`src/rtl/topk_rank_pkg.sv`:
```
package topk_rank_pkg;
    typedef enum logic [1:0] {
        ST_IDLE    = 2'd0,
        ST_REPLACE = 2'd1,
        ST_SCAN    = 2'd2
    } rank_state_t;
endpackage

```
`src/rtl/topk_entry_store.sv`:
```
module topk_entry_store #(
    parameter int SCORE_W = 16,
    parameter int DOC_W   = 12,
    parameter int SLOTS   = 8,
    parameter int AW      = 3
) (
    input  logic               clk,
    input  logic               rst,
    input  logic               we,
    input  logic [AW-1:0]      waddr,
    input  logic [SCORE_W-1:0] wscore,
    input  logic [DOC_W-1:0]   wdoc,
    input  logic [AW-1:0]      scan_addr,
    output logic [SCORE_W-1:0] scan_score,
    input  logic [AW-1:0]      rd_addr,
    output logic [SCORE_W-1:0] rd_score,
    output logic [DOC_W-1:0]   rd_doc,
    output logic               rd_used
);
    logic [SCORE_W-1:0] score_mem [SLOTS];
    logic [DOC_W-1:0]   doc_mem   [SLOTS];
    logic [SLOTS-1:0]   used_q;

    always_ff @(posedge clk) begin
        if (rst) begin
            for (int i = 0; i < SLOTS; i++) begin
                score_mem[i] <= '0;
                doc_mem[i]   <= '0;
            end
            used_q <= '0;
        end else if (we) begin
            score_mem[waddr] <= wscore;
            doc_mem[waddr]   <= wdoc;
            used_q[waddr]    <= 1'b1;
        end
    end

    assign scan_score = score_mem[scan_addr];
    assign rd_score   = score_mem[rd_addr];
    assign rd_doc     = doc_mem[rd_addr];
    assign rd_used    = used_q[rd_addr];

    // a write is visible on the next cycle
    assert_write_lands_R10: assert property (@(posedge clk) disable iff (rst)
        we |=> (score_mem[$past(waddr)] == $past(wscore)) && used_q[$past(waddr)]);
endmodule

```
`src/rtl/topk_min_scan.sv`:
```
module topk_min_scan #(
    parameter int SCORE_W = 16,
    parameter int AW      = 3
) (
    input  logic               clk,
    input  logic               rst,
    input  logic               step,
    input  logic               first,
    input  logic [SCORE_W-1:0] val,
    input  logic [AW-1:0]      addr,
    output logic [SCORE_W-1:0] min_val,
    output logic [AW-1:0]      min_addr
);
    logic [SCORE_W-1:0] run_val_q;
    logic [AW-1:0]      run_addr_q;

    // strict less-than keeps the lowest slot among equal minima
    always_comb begin
        if (first || (val < run_val_q)) begin
            min_val  = val;
            min_addr = addr;
        end else begin
            min_val  = run_val_q;
            min_addr = run_addr_q;
        end
    end

    always_ff @(posedge clk) begin
        if (rst) begin
            run_val_q  <= '0;
            run_addr_q <= '0;
        end else if (step) begin
            run_val_q  <= min_val;
            run_addr_q <= min_addr;
        end
    end

    // the running minimum never grows while a scan continues
    assert_min_monotone_R7: assert property (@(posedge clk) disable iff (rst)
        (step && !first) |-> (min_val <= run_val_q));
endmodule

```
`src/rtl/topk_lane_ctx.sv`:
```
module topk_lane_ctx #(
    parameter int SCORE_W = 16,
    parameter int AW      = 3,
    parameter int CW      = 4
) (
    input  logic               clk,
    input  logic               rst,
    input  logic               inc,
    input  logic               upd,
    input  logic [SCORE_W-1:0] new_thr,
    input  logic [AW-1:0]      new_min,
    output logic [CW-1:0]      cnt,
    output logic [SCORE_W-1:0] thr,
    output logic [AW-1:0]      min_slot
);
    always_ff @(posedge clk) begin
        if (rst) begin
            cnt      <= '0;
            thr      <= '0;
            min_slot <= '0;
        end else begin
            if (inc) cnt <= cnt + CW'(1);
            if (upd) begin
                thr      <= new_thr;
                min_slot <= new_min;
            end
        end
    end

    // a fill and a threshold load never coincide
    assert_fill_vs_load_R3: assert property (@(posedge clk) disable iff (rst)
        !(inc && upd));
endmodule

```
`src/rtl/topk_rank_mem.sv`:
```
module topk_rank_mem
    import topk_rank_pkg::*;
#(
    parameter int SCORE_W = 16,
    parameter int DOC_W   = 12,
    parameter int SLOTS   = 8,
    parameter int LANES   = 2,
    localparam int QW     = $clog2(LANES),
    localparam int AW     = $clog2(SLOTS)
) (
    input  logic               clk,
    input  logic               rst,
    input  logic               split_mode,
    input  logic               in_valid,
    output logic               in_ready,
    input  logic [SCORE_W-1:0] in_score,
    input  logic [DOC_W-1:0]   in_doc,
    input  logic [QW-1:0]      in_qid,
    input  logic [AW-1:0]      rd_slot,
    output logic [SCORE_W-1:0] rd_score,
    output logic [DOC_W-1:0]   rd_doc,
    output logic               rd_used
);
    localparam int LANE_SLOTS = SLOTS / LANES;
    localparam int CW         = $clog2(SLOTS + 1);
    localparam logic [CW-1:0] FULL_DEPTH  = CW'(SLOTS);
    localparam logic [CW-1:0] SPLIT_DEPTH = CW'(LANE_SLOTS);

    rank_state_t        state_q, state_d;
    logic [QW-1:0]      act_lane_q;
    logic [SCORE_W-1:0] pend_score_q;
    logic [DOC_W-1:0]   pend_doc_q;
    logic [AW-1:0]      scan_ptr_q;

    logic [CW-1:0]      lane_cnt [LANES];
    logic [SCORE_W-1:0] lane_thr [LANES];
    logic [AW-1:0]      lane_min [LANES];

    logic [CW-1:0]      depth;
    logic [QW-1:0]      in_lane;
    logic [AW-1:0]      in_base, act_base, act_last;
    logic [CW-1:0]      cur_cnt;
    logic               is_fill, fill_last, beats;

    logic               st_we, fill_inc, scan_step, scan_first, scan_done;
    logic [AW-1:0]      st_waddr;
    logic [SCORE_W-1:0] st_wscore, scan_score, best_val;
    logic [DOC_W-1:0]   st_wdoc;
    logic [AW-1:0]      best_addr;

    assign depth     = split_mode ? SPLIT_DEPTH : FULL_DEPTH;
    assign in_lane   = split_mode ? in_qid : '0;
    assign in_base   = AW'(in_lane) * AW'(LANE_SLOTS);
    assign act_base  = AW'(act_lane_q) * AW'(LANE_SLOTS);
    assign act_last  = act_base + AW'(depth - CW'(1));
    assign cur_cnt   = lane_cnt[in_lane];
    assign is_fill   = cur_cnt < depth;
    assign fill_last = cur_cnt == (depth - CW'(1));
    assign beats     = in_score > lane_thr[in_lane];

    assign scan_first = scan_ptr_q == act_base;
    assign scan_done  = (state_q == ST_SCAN) && (scan_ptr_q == act_last);

    // state register
    always_ff @(posedge clk) begin
        if (rst) state_q <= ST_IDLE;
        else     state_q <= state_d;
    end

    // transitions
    always_comb begin
        state_d = state_q;
        unique case (state_q)
            ST_IDLE: begin
                if (in_valid) begin
                    if (is_fill) begin
                        if (fill_last) state_d = ST_SCAN;
                    end else if (beats) begin
                        state_d = ST_REPLACE;
                    end
                end
            end
            ST_REPLACE: state_d = ST_SCAN;
            ST_SCAN:    if (scan_ptr_q == act_last) state_d = ST_IDLE;
            default:    state_d = ST_IDLE;
        endcase
    end

    // outputs and datapath controls
    always_comb begin
        in_ready  = 1'b0;
        st_we     = 1'b0;
        st_waddr  = '0;
        st_wscore = '0;
        st_wdoc   = '0;
        fill_inc  = 1'b0;
        scan_step = 1'b0;
        unique case (state_q)
            ST_IDLE: begin
                in_ready = 1'b1;
                if (in_valid && is_fill) begin
                    st_we     = 1'b1;
                    st_waddr  = in_base + AW'(cur_cnt);
                    st_wscore = in_score;
                    st_wdoc   = in_doc;
                    fill_inc  = 1'b1;
                end
            end
            ST_REPLACE: begin
                st_we     = 1'b1;
                st_waddr  = lane_min[act_lane_q];
                st_wscore = pend_score_q;
                st_wdoc   = pend_doc_q;
            end
            ST_SCAN: scan_step = 1'b1;
            default: ;
        endcase
    end

    always_ff @(posedge clk) begin
        if (rst) begin
            act_lane_q   <= '0;
            pend_score_q <= '0;
            pend_doc_q   <= '0;
            scan_ptr_q   <= '0;
        end else if (state_q == ST_IDLE && in_valid) begin
            act_lane_q   <= in_lane;
            pend_score_q <= in_score;
            pend_doc_q   <= in_doc;
            scan_ptr_q   <= in_base;
        end else if (state_q == ST_SCAN) begin
            scan_ptr_q   <= scan_ptr_q + AW'(1);
        end
    end

    for (genvar l = 0; l < LANES; l++) begin : g_lane
        topk_lane_ctx #(.SCORE_W(SCORE_W), .AW(AW), .CW(CW)) u_ctx (
            .clk      (clk),
            .rst      (rst),
            .inc      (fill_inc && (in_lane == QW'(l))),
            .upd      (scan_done && (act_lane_q == QW'(l))),
            .new_thr  (best_val),
            .new_min  (best_addr),
            .cnt      (lane_cnt[l]),
            .thr      (lane_thr[l]),
            .min_slot (lane_min[l])
        );
    end

    topk_min_scan #(.SCORE_W(SCORE_W), .AW(AW)) u_scan (
        .clk      (clk),
        .rst      (rst),
        .step     (scan_step),
        .first    (scan_first),
        .val      (scan_score),
        .addr     (scan_ptr_q),
        .min_val  (best_val),
        .min_addr (best_addr)
    );

    topk_entry_store #(.SCORE_W(SCORE_W), .DOC_W(DOC_W), .SLOTS(SLOTS), .AW(AW)) u_store (
        .clk        (clk),
        .rst        (rst),
        .we         (st_we),
        .waddr      (st_waddr),
        .wscore     (st_wscore),
        .wdoc       (st_wdoc),
        .scan_addr  (scan_ptr_q),
        .scan_score (scan_score),
        .rd_addr    (rd_slot),
        .rd_score   (rd_score),
        .rd_doc     (rd_doc),
        .rd_used    (rd_used)
    );

    // stall length watch for the assertions below
    logic [CW:0] stall_run_q;
    always_ff @(posedge clk) begin
        if (rst || in_ready) stall_run_q <= '0;
        else                 stall_run_q <= stall_run_q + 1'b1;
    end

    assert_fill_no_stall_R2: assert property (@(posedge clk) disable iff (rst)
        (in_valid && in_ready && is_fill && !fill_last) |=> in_ready);

    assert_reject_no_stall_R4: assert property (@(posedge clk) disable iff (rst)
        (in_valid && in_ready && !is_fill && !beats) |=> in_ready);

    assert_replace_beats_R5: assert property (@(posedge clk) disable iff (rst)
        (state_q == ST_REPLACE) |-> (pend_score_q > lane_thr[act_lane_q]));

    assert_stall_bound_R6: assert property (@(posedge clk) disable iff (rst)
        stall_run_q <= (CW+1)'(SLOTS + 1));

    assert_write_in_lane_R8: assert property (@(posedge clk) disable iff (rst)
        st_we |-> ((st_waddr >= ((state_q == ST_IDLE) ? in_base : act_base)) &&
                   ({1'b0, st_waddr} < ({1'b0, ((state_q == ST_IDLE) ? in_base : act_base)} + (AW+1)'(depth)))));

    assert_mode_static_R9: assert property (@(posedge clk) disable iff (rst)
        $stable(split_mode));
endmodule

```
`config.mk`:
```
export PLATFORM = sky130hd
export DESIGN_NAME = topk_rank_mem
export DESIGN_NICKNAME = d
export VERILOG_FILES = /design/src/rtl/topk_rank_pkg.sv /design/src/rtl/topk_entry_store.sv /design/src/rtl/topk_min_scan.sv /design/src/rtl/topk_lane_ctx.sv /design/src/rtl/topk_rank_mem.sv
export SDC_FILE = /design/constraint.sdc
export NUM_CORES = 1
export LEC_CHECK = 0
export BUFFER_PORTS_ARGS = -buffer_cell sky130_fd_sc_hd__buf_4
export CAP_MARGIN = 10
export CORE_ASPECT_RATIO = 1.75
export CORE_MARGIN = 1.5
export CORE_UTILIZATION = 53
export DETAILED_ROUTE_END_ITERATION = 10
export GPL_TIMING_DRIVEN = 0
export HOLD_SLACK_MARGIN = 0.15
export PLACE_DENSITY = 0.69
export SYNTH_ARGS = -nofsm -noshare
export SYNTH_HDL_FRONTEND = slang
export SYNTH_SLANG_ARGS = --single-unit
```
`constraint.sdc`:
```
create_clock -name clk -period 4.5 [get_ports clk]
set_input_delay 0.9 -clock clk [delete_from_list [all_inputs] [get_ports clk]]
set_output_delay 0.9 -clock clk [all_outputs]
set_load 0.02 [all_outputs]
```
======== Word-level counts from Yosys, hierarchy flattened ========
Memories as Yosys holds them, arrays and structs flattened.
Cells that the tools add are included.
storage, ports and cells
  bits of input ports ..................... 36
  RAM bits ................................ 224
  memories ................................ 2
  word-level logic and storage cells ...... 107
  bits in registers ....................... 107
cells by class
  mux-type cells .......................... 47
  equality and inequality tests ........... 9
  bitwise gates (word level) .............. 5
  reduce and logical (&&, ||, !) cells .... 15
  order comparisons ....................... 8
  $add $sub $neg .......................... 6
memories
  memory             words  width  read ports  clocked after Yosys merged registers in  wr ports  RTL line                text
  u_store.score_mem  8      16     2           0                                        8         topk_entry_store.sv:20  logic [SCORE_W-1:0] score_mem [SLOTS];
  u_store.doc_mem    8      12     1           0                                        8         topk_entry_store.sv:21  logic [DOC_W-1:0] doc_mem [SLOTS];
operators by type and width
  operator             count
  $mux 16              6
  $pmux 16 s2          1
  $mux 3               9
  $mux 12              2
  $pmux 12 s2          1
  $gt 16x16->1         1
  $lt 16x16->1         1
  $mux 4               4
  $reduce_or 16->1     1
  $mux 1               14
  $reduce_or 12->1     1
  $mux 2               5
  $add 4x1->4 const B  2
  $logic_and 1x1->1    8
  $lt 3x4->1 const B   2
  $or 8x8->8           1
  $add 3x3->3          2
  $eq 3x3->1           2
  $ne 3x3->1 const B   2
  $pmux 2 s3           1
  $pmux 3 s2           1
  $eq 4x4->1           1
  $ge 2x2->1 const B   2
  $lt 4x4->1           1
  17 further kinds     19

======== Depth between registers and ports, before layout ========
Gate-level depths: netlist of run 1.
  word-level depth ........................ 14
  mapped depth ............................ 14
  gate-level depth less buffers ........... 10

======== By module ========
Synthesis of run 1 repeated with hierarchy kept, for this count alone.
second synthesis, totals
  cell total of the unflattened synthesis .. 1325
  area, all modules ....................... 16866.2 um^2
modules (own cells, without submodules)
  module            seq. area each (um^2)  area an instance (um^2)  instances  cells each
  topk_entry_store  6886.6                 11287.1                  1          729
  topk_rank_mem     680.7                  2297.2                   1          283
  topk_lane_ctx     460.4                  860.8                    2          77
  topk_min_scan     380.4                  1560.2                   1          159

======== Least setup slack after synthesis of run 1 ========
No wires, ideal clock.
  path kind ............................... input -> register
  from .................................... input port in_qid
  to ...................................... memory u_store.doc_mem[6][0] (enable)
  required time ........................... 4.111 ns
  arrival ................................. 4.152 ns
  stages .................................. 10
  setup slack ............................. -0.042 ns
  cells stage by stage .................... nand2_1 clkbuf_1 mux2_2 ha_1 a211oi_4 a21oi_2 a221o_1 or4b_4 buf_6 nand2b_1
RTL lines
  item                RTL line                text
  start: declaration  topk_rank_mem.sv:18     input logic [QW-1:0] in_qid,
  end: declaration    topk_entry_store.sv:21

======== Worst setup path in the final report of run 1 ========
  from .................................... input port rd_slot[0]
  to ...................................... output port rd_score[8]
on the way
  word-level cells in the longest chain between the ends .. 1
ends and longest elaborated chain
  item                RTL line             text
  start: declaration  topk_rank_mem.sv:19  input logic [AW-1:0] rd_slot,
  $mem_v2 8x16        -
  end: declaration    topk_rank_mem.sv:20  output logic [SCORE_W-1:0] rd_score,
No other way between the ends.

==> results by group, run 1 <==
Cells and area
  – Area Growth Syn to Fin: 13.58%
  – Ant diodes: 0
  – Fill count: 2,391
  – Share of layout cells above drive strength 1: 19.62%
  – Commonest non-fill, non-tap cell in the layout: nor2_1
  – Layout net count: 1,528
  – Commonest cells after routing, fill and taps aside: nor2_1, edfxtp_1, dfxtp_1
  – Fin util: 61.26%

Critical path
  – Worst setup EP type: primary output
  – CP max FO: 10
  – Startpoint class of the critical path: input port
  – Worst EP required: 3600 ps
  – Crit Path Class: input port to primary output
  – Worst Path Arrival: 3450 ps

STA
  – Period utilization: 96.67%
  – Slew @ Worst Pin: 1086 ps
  – WHS: 455.8 ps
  – Fmax: 229.9 MHz
  – Clk_skew: 10.64 ps
  – Fin. max-slew vios: 0
  – Post-route setup slack: 149.9 ps
  – Post-layout min period: 4350 ps
  – Final setup violating endpoints: 0
  – RSZ-0062 raised after global routing: no
  – Hold Fails Final Rpt: 0
  – Rel. slew slack: 27.61%

Pwr
  – VDD IR max: 369.3 uV
  – Pwr Density: 370.9 nW/um^2
  – Leak: 6.644 nW

Floorplanning
  – Initial core utilization: 53.94%
  – Die Y-Extent: 234.8 um
  – Core area: 30,160 sq um
  – Rows: 84
  – Die area: 31,800 sq um
  – Die Span X: 135.4 um
  – Top-level I/O count: 66

Clocking
  – Clock-pin slew on the worst setup and hold paths: 60 ps
  – CTS Buf Count: 30
  – CTS Root Cell: clkbuf_16
  – CTS Hold Bufs: 0
  – Max Buffers Root-to-Sink: 3
  – H-tree Lvls: 1
  – CTS tree: done
  – Post-CTS setup buffer count: 0
  – Clock Sinks: 331
  – Post_cts resized: 10
  – Clk_lat worst skew: 580 ps

Yosys
  – Asr flop ratio synth: 0%
  – Commonest register cell after synthesis: edfxtp_1
  – Top cells by area, synth: edfxtp_1, dfxtp_1, mux4_2
  – Cell taking the most area after synthesis: edfxtp_1
  – Netlist Area Pre-Place: 16,270 sq um
  – Total nets after synthesis: 1,430
  – Part of the Yosys area used for sequential elements: 54.51%
  – Distinct cells, synth: 54
  – Syn avg cell area: 11.99 sq um
  – Top cell type's share of synthesized area: 41.34%
  – Synthesized flop and latch total: 331
  – Cells after Synth: 1,357
  – Post-synth EDFFs: 224
  – Synth warn: 0

Worst hold path
  – Worst hold path class: flip-flop to flip-flop

Place
  – Port Buffers: 62
  – Detailed Place HPWL: 35,090 um
  – Post-place setup slack: -1269 ps
  – GPL Wtd Cong: 0.9550

Run status
  – Status: finished, final reports clean

Global route
  – Largest net degree at the start of global routing: 29
  – First-pass GRT wire length: 72,030 um
  – Grt ovf: 0
  – Vias in the first global route: 12.40k
  – Initial antenna violation count: 0
  – GRT Resource Usage Total: 30.94%

Drt
  – Pre-antenna DRT Iters: 5
  – Vias after detailed routing: 11.73k
  – Wirelength per Cell: 25.81 um
  – # DRC: 0
  – Vias per cell: 6.288
  – First DRT Iteration DRCs: 1,117
  – DRT antenna net count: 0
  – Routed WL: 48,140 um

Job
  – Maxcap violations: 0
## flip-flops by register name, summed over array words and instances, names as in the netlist, 8 cells and up
| name | flops |
|---|---|
| u_store.used_q | 8 |
| u_store.score_mem | 128 |
| u_store.doc_mem | 96 |
| pend_score_q | 16 |
| pend_doc_q | 12 |
| g_lane.u_ctx.cnt | 8 |
| u_scan.run_val_q | 16 |
| g_lane.u_ctx.thr | 32 |
## critical path: stages
cell and delay [ps]:
clkbuf_1 180, buf_2 390, buf_1 850, mux4_2 630, mux2_2 320, buf_4 170
## final timing paths
| check | slack, ps | to | cells after the start | start |
|---|---|---|---|---|
| worst max register to register | 170 | g_lane[0].u_ctx.min_slot[1] | 13 | scan_ptr_q[2] |
| worst max-delay path | 150 | rd_score[8] | 6 | rd_slot[0] |
| worst min register to register | 460 | pend_doc_q[2] | 2 | pend_doc_q[2] |
| worst min-delay path | 460 | pend_doc_q[2] | 2 | pend_doc_q[2] |
## report_power, final
part	switching (W)	internal, W	total [W]
registers	0.0000491	0.00335	0.00340
clock network	0.00115	0.00148	0.00263
logic	0.000513	0.000309	0.000823
total	0.00171	0.00515	0.00685
## cell usage after synthesis, drive strengths merged, types with 5 or more instances
| cell type | count |
|---|---|
| nor2 | 290 |
| clkbuf | 82 |
| a21o | 5 |
| inv | 46 |
| nor4 | 31 |
| nand3 | 6 |
| mux2 | 32 |
| o21ai | 14 |
| nand2b | 10 |
| nor3 | 24 |
| nand2 | 74 |
| edfxtp | 224 |
| xnor2 | 8 |
| a211oi | 24 |
| a32oi | 28 |
| ha | 37 |
| a211o | 30 |
| nor3b | 32 |
| mux2i | 44 |
| dfxtp | 107 |
| mux4 | 90 |
| a21oi | 45 |
| buf | 30 |
| nand4 | 9 |
## layout make-up
cell class / instances / area, sq um / share of cell area, %
multi-input combinational: 868 / 6823 / 36.92
inverter: 46 / 172.7 / 0.9344
clock buffer: 35 / 790.8 / 4.279
buffer: 109 / 490.5 / 2.654
clock inverter: 20 / 206.4 / 1.117
tap: 387 / 484.2 / 2.620
sequential: 331 / 8869 / 47.99
timing repair buffer: 69 / 643.1 / 3.480
## stage by stage
stage | TNS [ps] | area [sq um] | total power, W | instances
finish | 0 | 18480 | 0.006854 | 1865
global placement | -495090 | 17220 | 0.004239 | 1806
detailed placement | -343370 | 17420 | 0.004279 | 1813
floorplan | 0 | 16270 | 0.003951 | 1357
global route | 0 | 18480 | 0.007034 | 1865
CTS | 0 | 18430 | 0.006856 | 1866
## logic make-up after synthesis
| group | share of synthesized area (%) |
|---|---|
| multiplexers | 17.38 |
| flip-flops | 54.51 |
| buffers and inverters | 3.984 |
| AO/OA/AOI/OAI | 7.452 |
| adder cells (fa/ha/maj) | 2.845 |
| AND/OR/NAND/NOR | 13.29 |
| XOR/XNOR | 0.5384 |
## per-layer routing
metal	up-vias	part of all wire [%]	track usage (%)
met5	-	0	0
met4	0	6.2	17.95
met3	162	6.9	3.862
met2	597	54	56.97
met1	5734	33	33.38
li1	5234	-	-
No activity file was read; power rests on OpenSTA's default activity.
==> run 2: changes to the inputs <==
--- a/config.mk
+++ b/config.mk
@@ -13,7 +13,7 @@
 export DETAILED_ROUTE_END_ITERATION = 10
 export GPL_TIMING_DRIVEN = 0
 export HOLD_SLACK_MARGIN = 0.15
-export PLACE_DENSITY = 0.69
+export PLACE_DENSITY = 0.66
 export SYNTH_ARGS = -nofsm -noshare
 export SYNTH_HDL_FRONTEND = slang
 export SYNTH_SLANG_ARGS = --single-unit
==> constraint.sdc (replaced) <==
create_clock -name clk -period 5.45 [get_ports clk]
set_input_delay 1.09 -clock clk [delete_from_list [all_inputs] [get_ports clk]]
set_output_delay 1.09 -clock clk [all_outputs]
set_load 0.02 [all_outputs]
==> run 2 against run 1 <==
Net effect:
- critical path depth is 7 higher
- total power is 15% lower
- sequential share of layout area down 0.065 points
- combinational power fell by 18%
- count of clock-buffer cells in the layout increased by 6
- utilization grew 0.083 points
==> results by group, run 2 (synthesized netlist as in run 1, its figures left out) <==
Run status
  – Status: finished, final reports clean

Critical path
  – Crit-path leading delay family: buffers and inverters
  – Reg2Reg Setup Slack: 510 ps (+340 ps)
  – Startpoint class of the critical path: input port
  – Worst Path Arrival: 5400 ps (+1950 ps)
  – CP peak stage delay: 710 ps (-140 ps)
  – CP max FO: 15 (+5)
  – Worst EP required: 5790 ps (+2190 ps)
  – Worst path bufs/invs: 6 (+2)
  – CP Cell Sequence: buf_4, nand2_1, clkdlybuf4s15_1, clkbuf_2, a21oi_1, ha_1, inv_1, a21o_1, nor3_1, o2111ai_1, clkbuf_1, nand2b_2, buf_16
  – Crit Path Class: input port to flip-flop
  – Worst Setup SP: split_mode
  – Max stage delay cell, worst path: clkdlybuf4s15_1
  – Reg2Reg Launch Point: scan_ptr_q[2]
  – Worst setup EP type: flip-flop

Cells and area
  – Layout net count: 1,532 (+0.26%)
  – Largest registers: u_store.score_mem x128, u_store.doc_mem x96, g_lane.u_ctx.thr x32
  – Area Growth Syn to Fin: 13.74%
  – Commonest non-fill, non-tap cell in the layout: nor2_1
  – Ant diodes: 0 (unchanged)
  – Reg area: 8869 sq um (unchanged)
  – Biggest register: u_store.score_mem
  – Post-route cell area: 18,500 sq um (+0.14%)
  – Non-filler cells, final: 1,871 (+0.32%)
  – Area of the multi-input gates: 6778 sq um (-0.66%)
  – Largest register FFs: 128 (unchanged)
  – Fill count: 2,483 (+3.8%)
  – Commonest cells after routing, fill and taps aside: nor2_1, edfxtp_1, dfxtp_1
  – Share of layout cells above drive strength 1: 19.00% (-0.62 points)

STA
  – RSZ-0062 raised after global routing: no
  – Period utilization: 92.77%
  – Fmax: 197.8 MHz
  – WHS: 452.0 ps (-3.747 ps)
  – Clk_skew: 9.517 ps (-1.118 ps)
  – Post-layout min period: 5056 ps
  – Fin Setup TNS: 0 ps (unchanged)
  – Rel. slew slack: 27.18% (-0.43 points)
  – Final setup violating endpoints: 0 (unchanged)
  – Post-route setup slack: 393.9 ps (+243.9 ps)
  – Slew @ Worst Pin: 1092 ps (+6.522 ps)
  – Fin. max-slew vios: 0 (unchanged)
  – Hold Fails Final Rpt: 0 (unchanged)

Pwr
  – VDD IR max: 315.6 uV (-15%)
  – Int Pwr: 0.004394 W (-15%)
  – Leak: 6.654 nW (+0.15%)
  – Switch Pwr: 0.001458 W (-15%)
  – Clock share of power: 40.5% (+2.1 points)
  – Pwr Density: 316.3 nW/um^2 (-15%)
  – Comb pwr share: 11.5% (-0.5 points)
  – Flop pwr share: 48.0% (-1.6 points)
  – Sw Ratio: 24.92% (about the same)

Floorplanning
  – Top-level I/O count: 66 (unchanged)
  – Die Span X: 135.4 um (unchanged)
  – Core area: 30,160 sq um (unchanged)
  – Die area: 31,800 sq um (unchanged)
  – Initial core utilization: 53.94% (unchanged)
  – Rows: 84 (unchanged)
  – Die Y-Extent: 234.8 um (unchanged)

Global route
  – Largest net degree at the start of global routing: 29 (unchanged)
  – First-pass GRT wire length: 71,120 um (-1.3%)
  – Vias in the first global route: 12.04k (-3.0%)
  – Initial antenna violation count: 0 (unchanged)
  – GRT Resource Usage Total: 30.98% (+0.035 points)
  – Grt ovf: 0 (unchanged)

Drt
  – DRT antenna net count: 0 (unchanged)
  – First DRT Iteration DRCs: 1,097 (-1.8%)
  – Vias after detailed routing: 11.77k (+0.32%)
  – Vias per cell: 6.288 (about the same)
  – Pre-antenna DRT Iters: 6 (+1)
  – # DRC: 0 (unchanged)
  – Wirelength per Cell: 25.98 um (+0.64%)
  – Routed WL: 48,600 um (+0.96%)

Worst hold path
  – HP Start: pend_doc_q[4]
  – Worst hold path class: flip-flop to flip-flop

Place
  – GPL Wtd Cong: 0.9528 (-0.23%)
  – Dpl cells: 1,813 (unchanged)
  – Port Buffers: 62 (unchanged)
  – Post-place setup slack: -618.7 ps (+650.2 ps)
  – Detailed Place HPWL: 35,040 um (-0.15%)
  – Area after DPL: 17,390 sq um (-0.17%)

Clocking
  – Clock-pin slew on the worst setup and hold paths: 60 ps (about the same)
  – H-tree Lvls: 1 (unchanged)
  – CTS Buf Count: 31 (+3.3%)
  – CTS Hold Bufs: 0 (unchanged)
  – Clk_lat worst skew: 590 ps (about the same)
  – CTS Root Cell: clkbuf_16
  – Post-CTS setup buffer count: 0 (unchanged)
  – CTS tree: done
  – Post_cts resized: 1 (-9)
  – Clock Sinks: 331 (unchanged)
  – Max Buffers Root-to-Sink: 3 (unchanged)

Job
  – Maxcap violations: 0 (unchanged)
==> run 2: cell types whose count changed in the layout (fill, tap and decap cells not counted), sizes merged <==
cell and change:
clkbuf +6, clkinvlp -4, buf +3, bufinv +1, clkinv -1, inv +1
==> run 2: layer usage <==
| metal | routed length [um] | vias up | track usage (%) |
|---|---|---|---|
| met3 | 3348 | 163 | 4.401 |
| met5 | 0 | - | 0 |
| met4 | 2820 | 0 | 17.27 |
| met1 | 16020 | 5825 | 33.23 |
| met2 | 26410 | 542 | 57.19 |
| li1 | - | 5235 | - |
==> run 2: worst reg2reg max path: stages, from the launching register on <==
cell and delay [ps]:
dfxtp_1 310, clkbuf_1 280, buf_1 710, buf_1 760
mux2i_1 600, inv_1 100, ha_1 330, a21oi_1 160
a21boi_0 160, o31ai_1 340, o31a_2 240, buf_4 190
mux2i_1 460, a211oi_1 150
==> run 2: final timing paths <==
path	endpoint	depth (start not counted)
worst min register to register	pend_doc_q[4]	2
worst min-delay path	pend_doc_q[4]	2
worst max-delay path	u_store.score_mem[5][2]	13
worst max register to register	g_lane[0].u_ctx.min_slot[1]	13
==> run 2: power groups by stage <==
stage	logic [W]	registers (W)	clock network, W
floorplan	0.000412	0.00285	0
global placement	0.000644	0.00286	0
detailed placement	0.000668	0.00286	0
CTS	0.000671	0.00281	0.00238
global route	0.000713	0.00282	0.00246
finish	0.000674	0.00281	0.00237
==> run 2: through the flow <==
| stage | util, % | total power [W] |
|---|---|---|
| 2_1_floorplan | - | 0.003262 |
| 3_3_place_gp | 57.08 | 0.003504 |
| 3_5_place_dp | 57.64 | 0.003531 |
| 4_1_cts | 61.32 | 0.005854 |
| 5_1_grt | 61.34 | 0.005988 |
| 6_report | 61.34 | 0.005852 |
==> run 2: layout make-up <==
type                       count  share of cell area [%]
inverter                      46                  0.9331
buffer                       112                   2.610
clock buffer                  41                   4.774
tap                          387                   2.617
timing repair buffer          69                   3.313
clock inverter                17                   1.197
sequential                   331                   47.93
multi-input combinational    868                   36.63
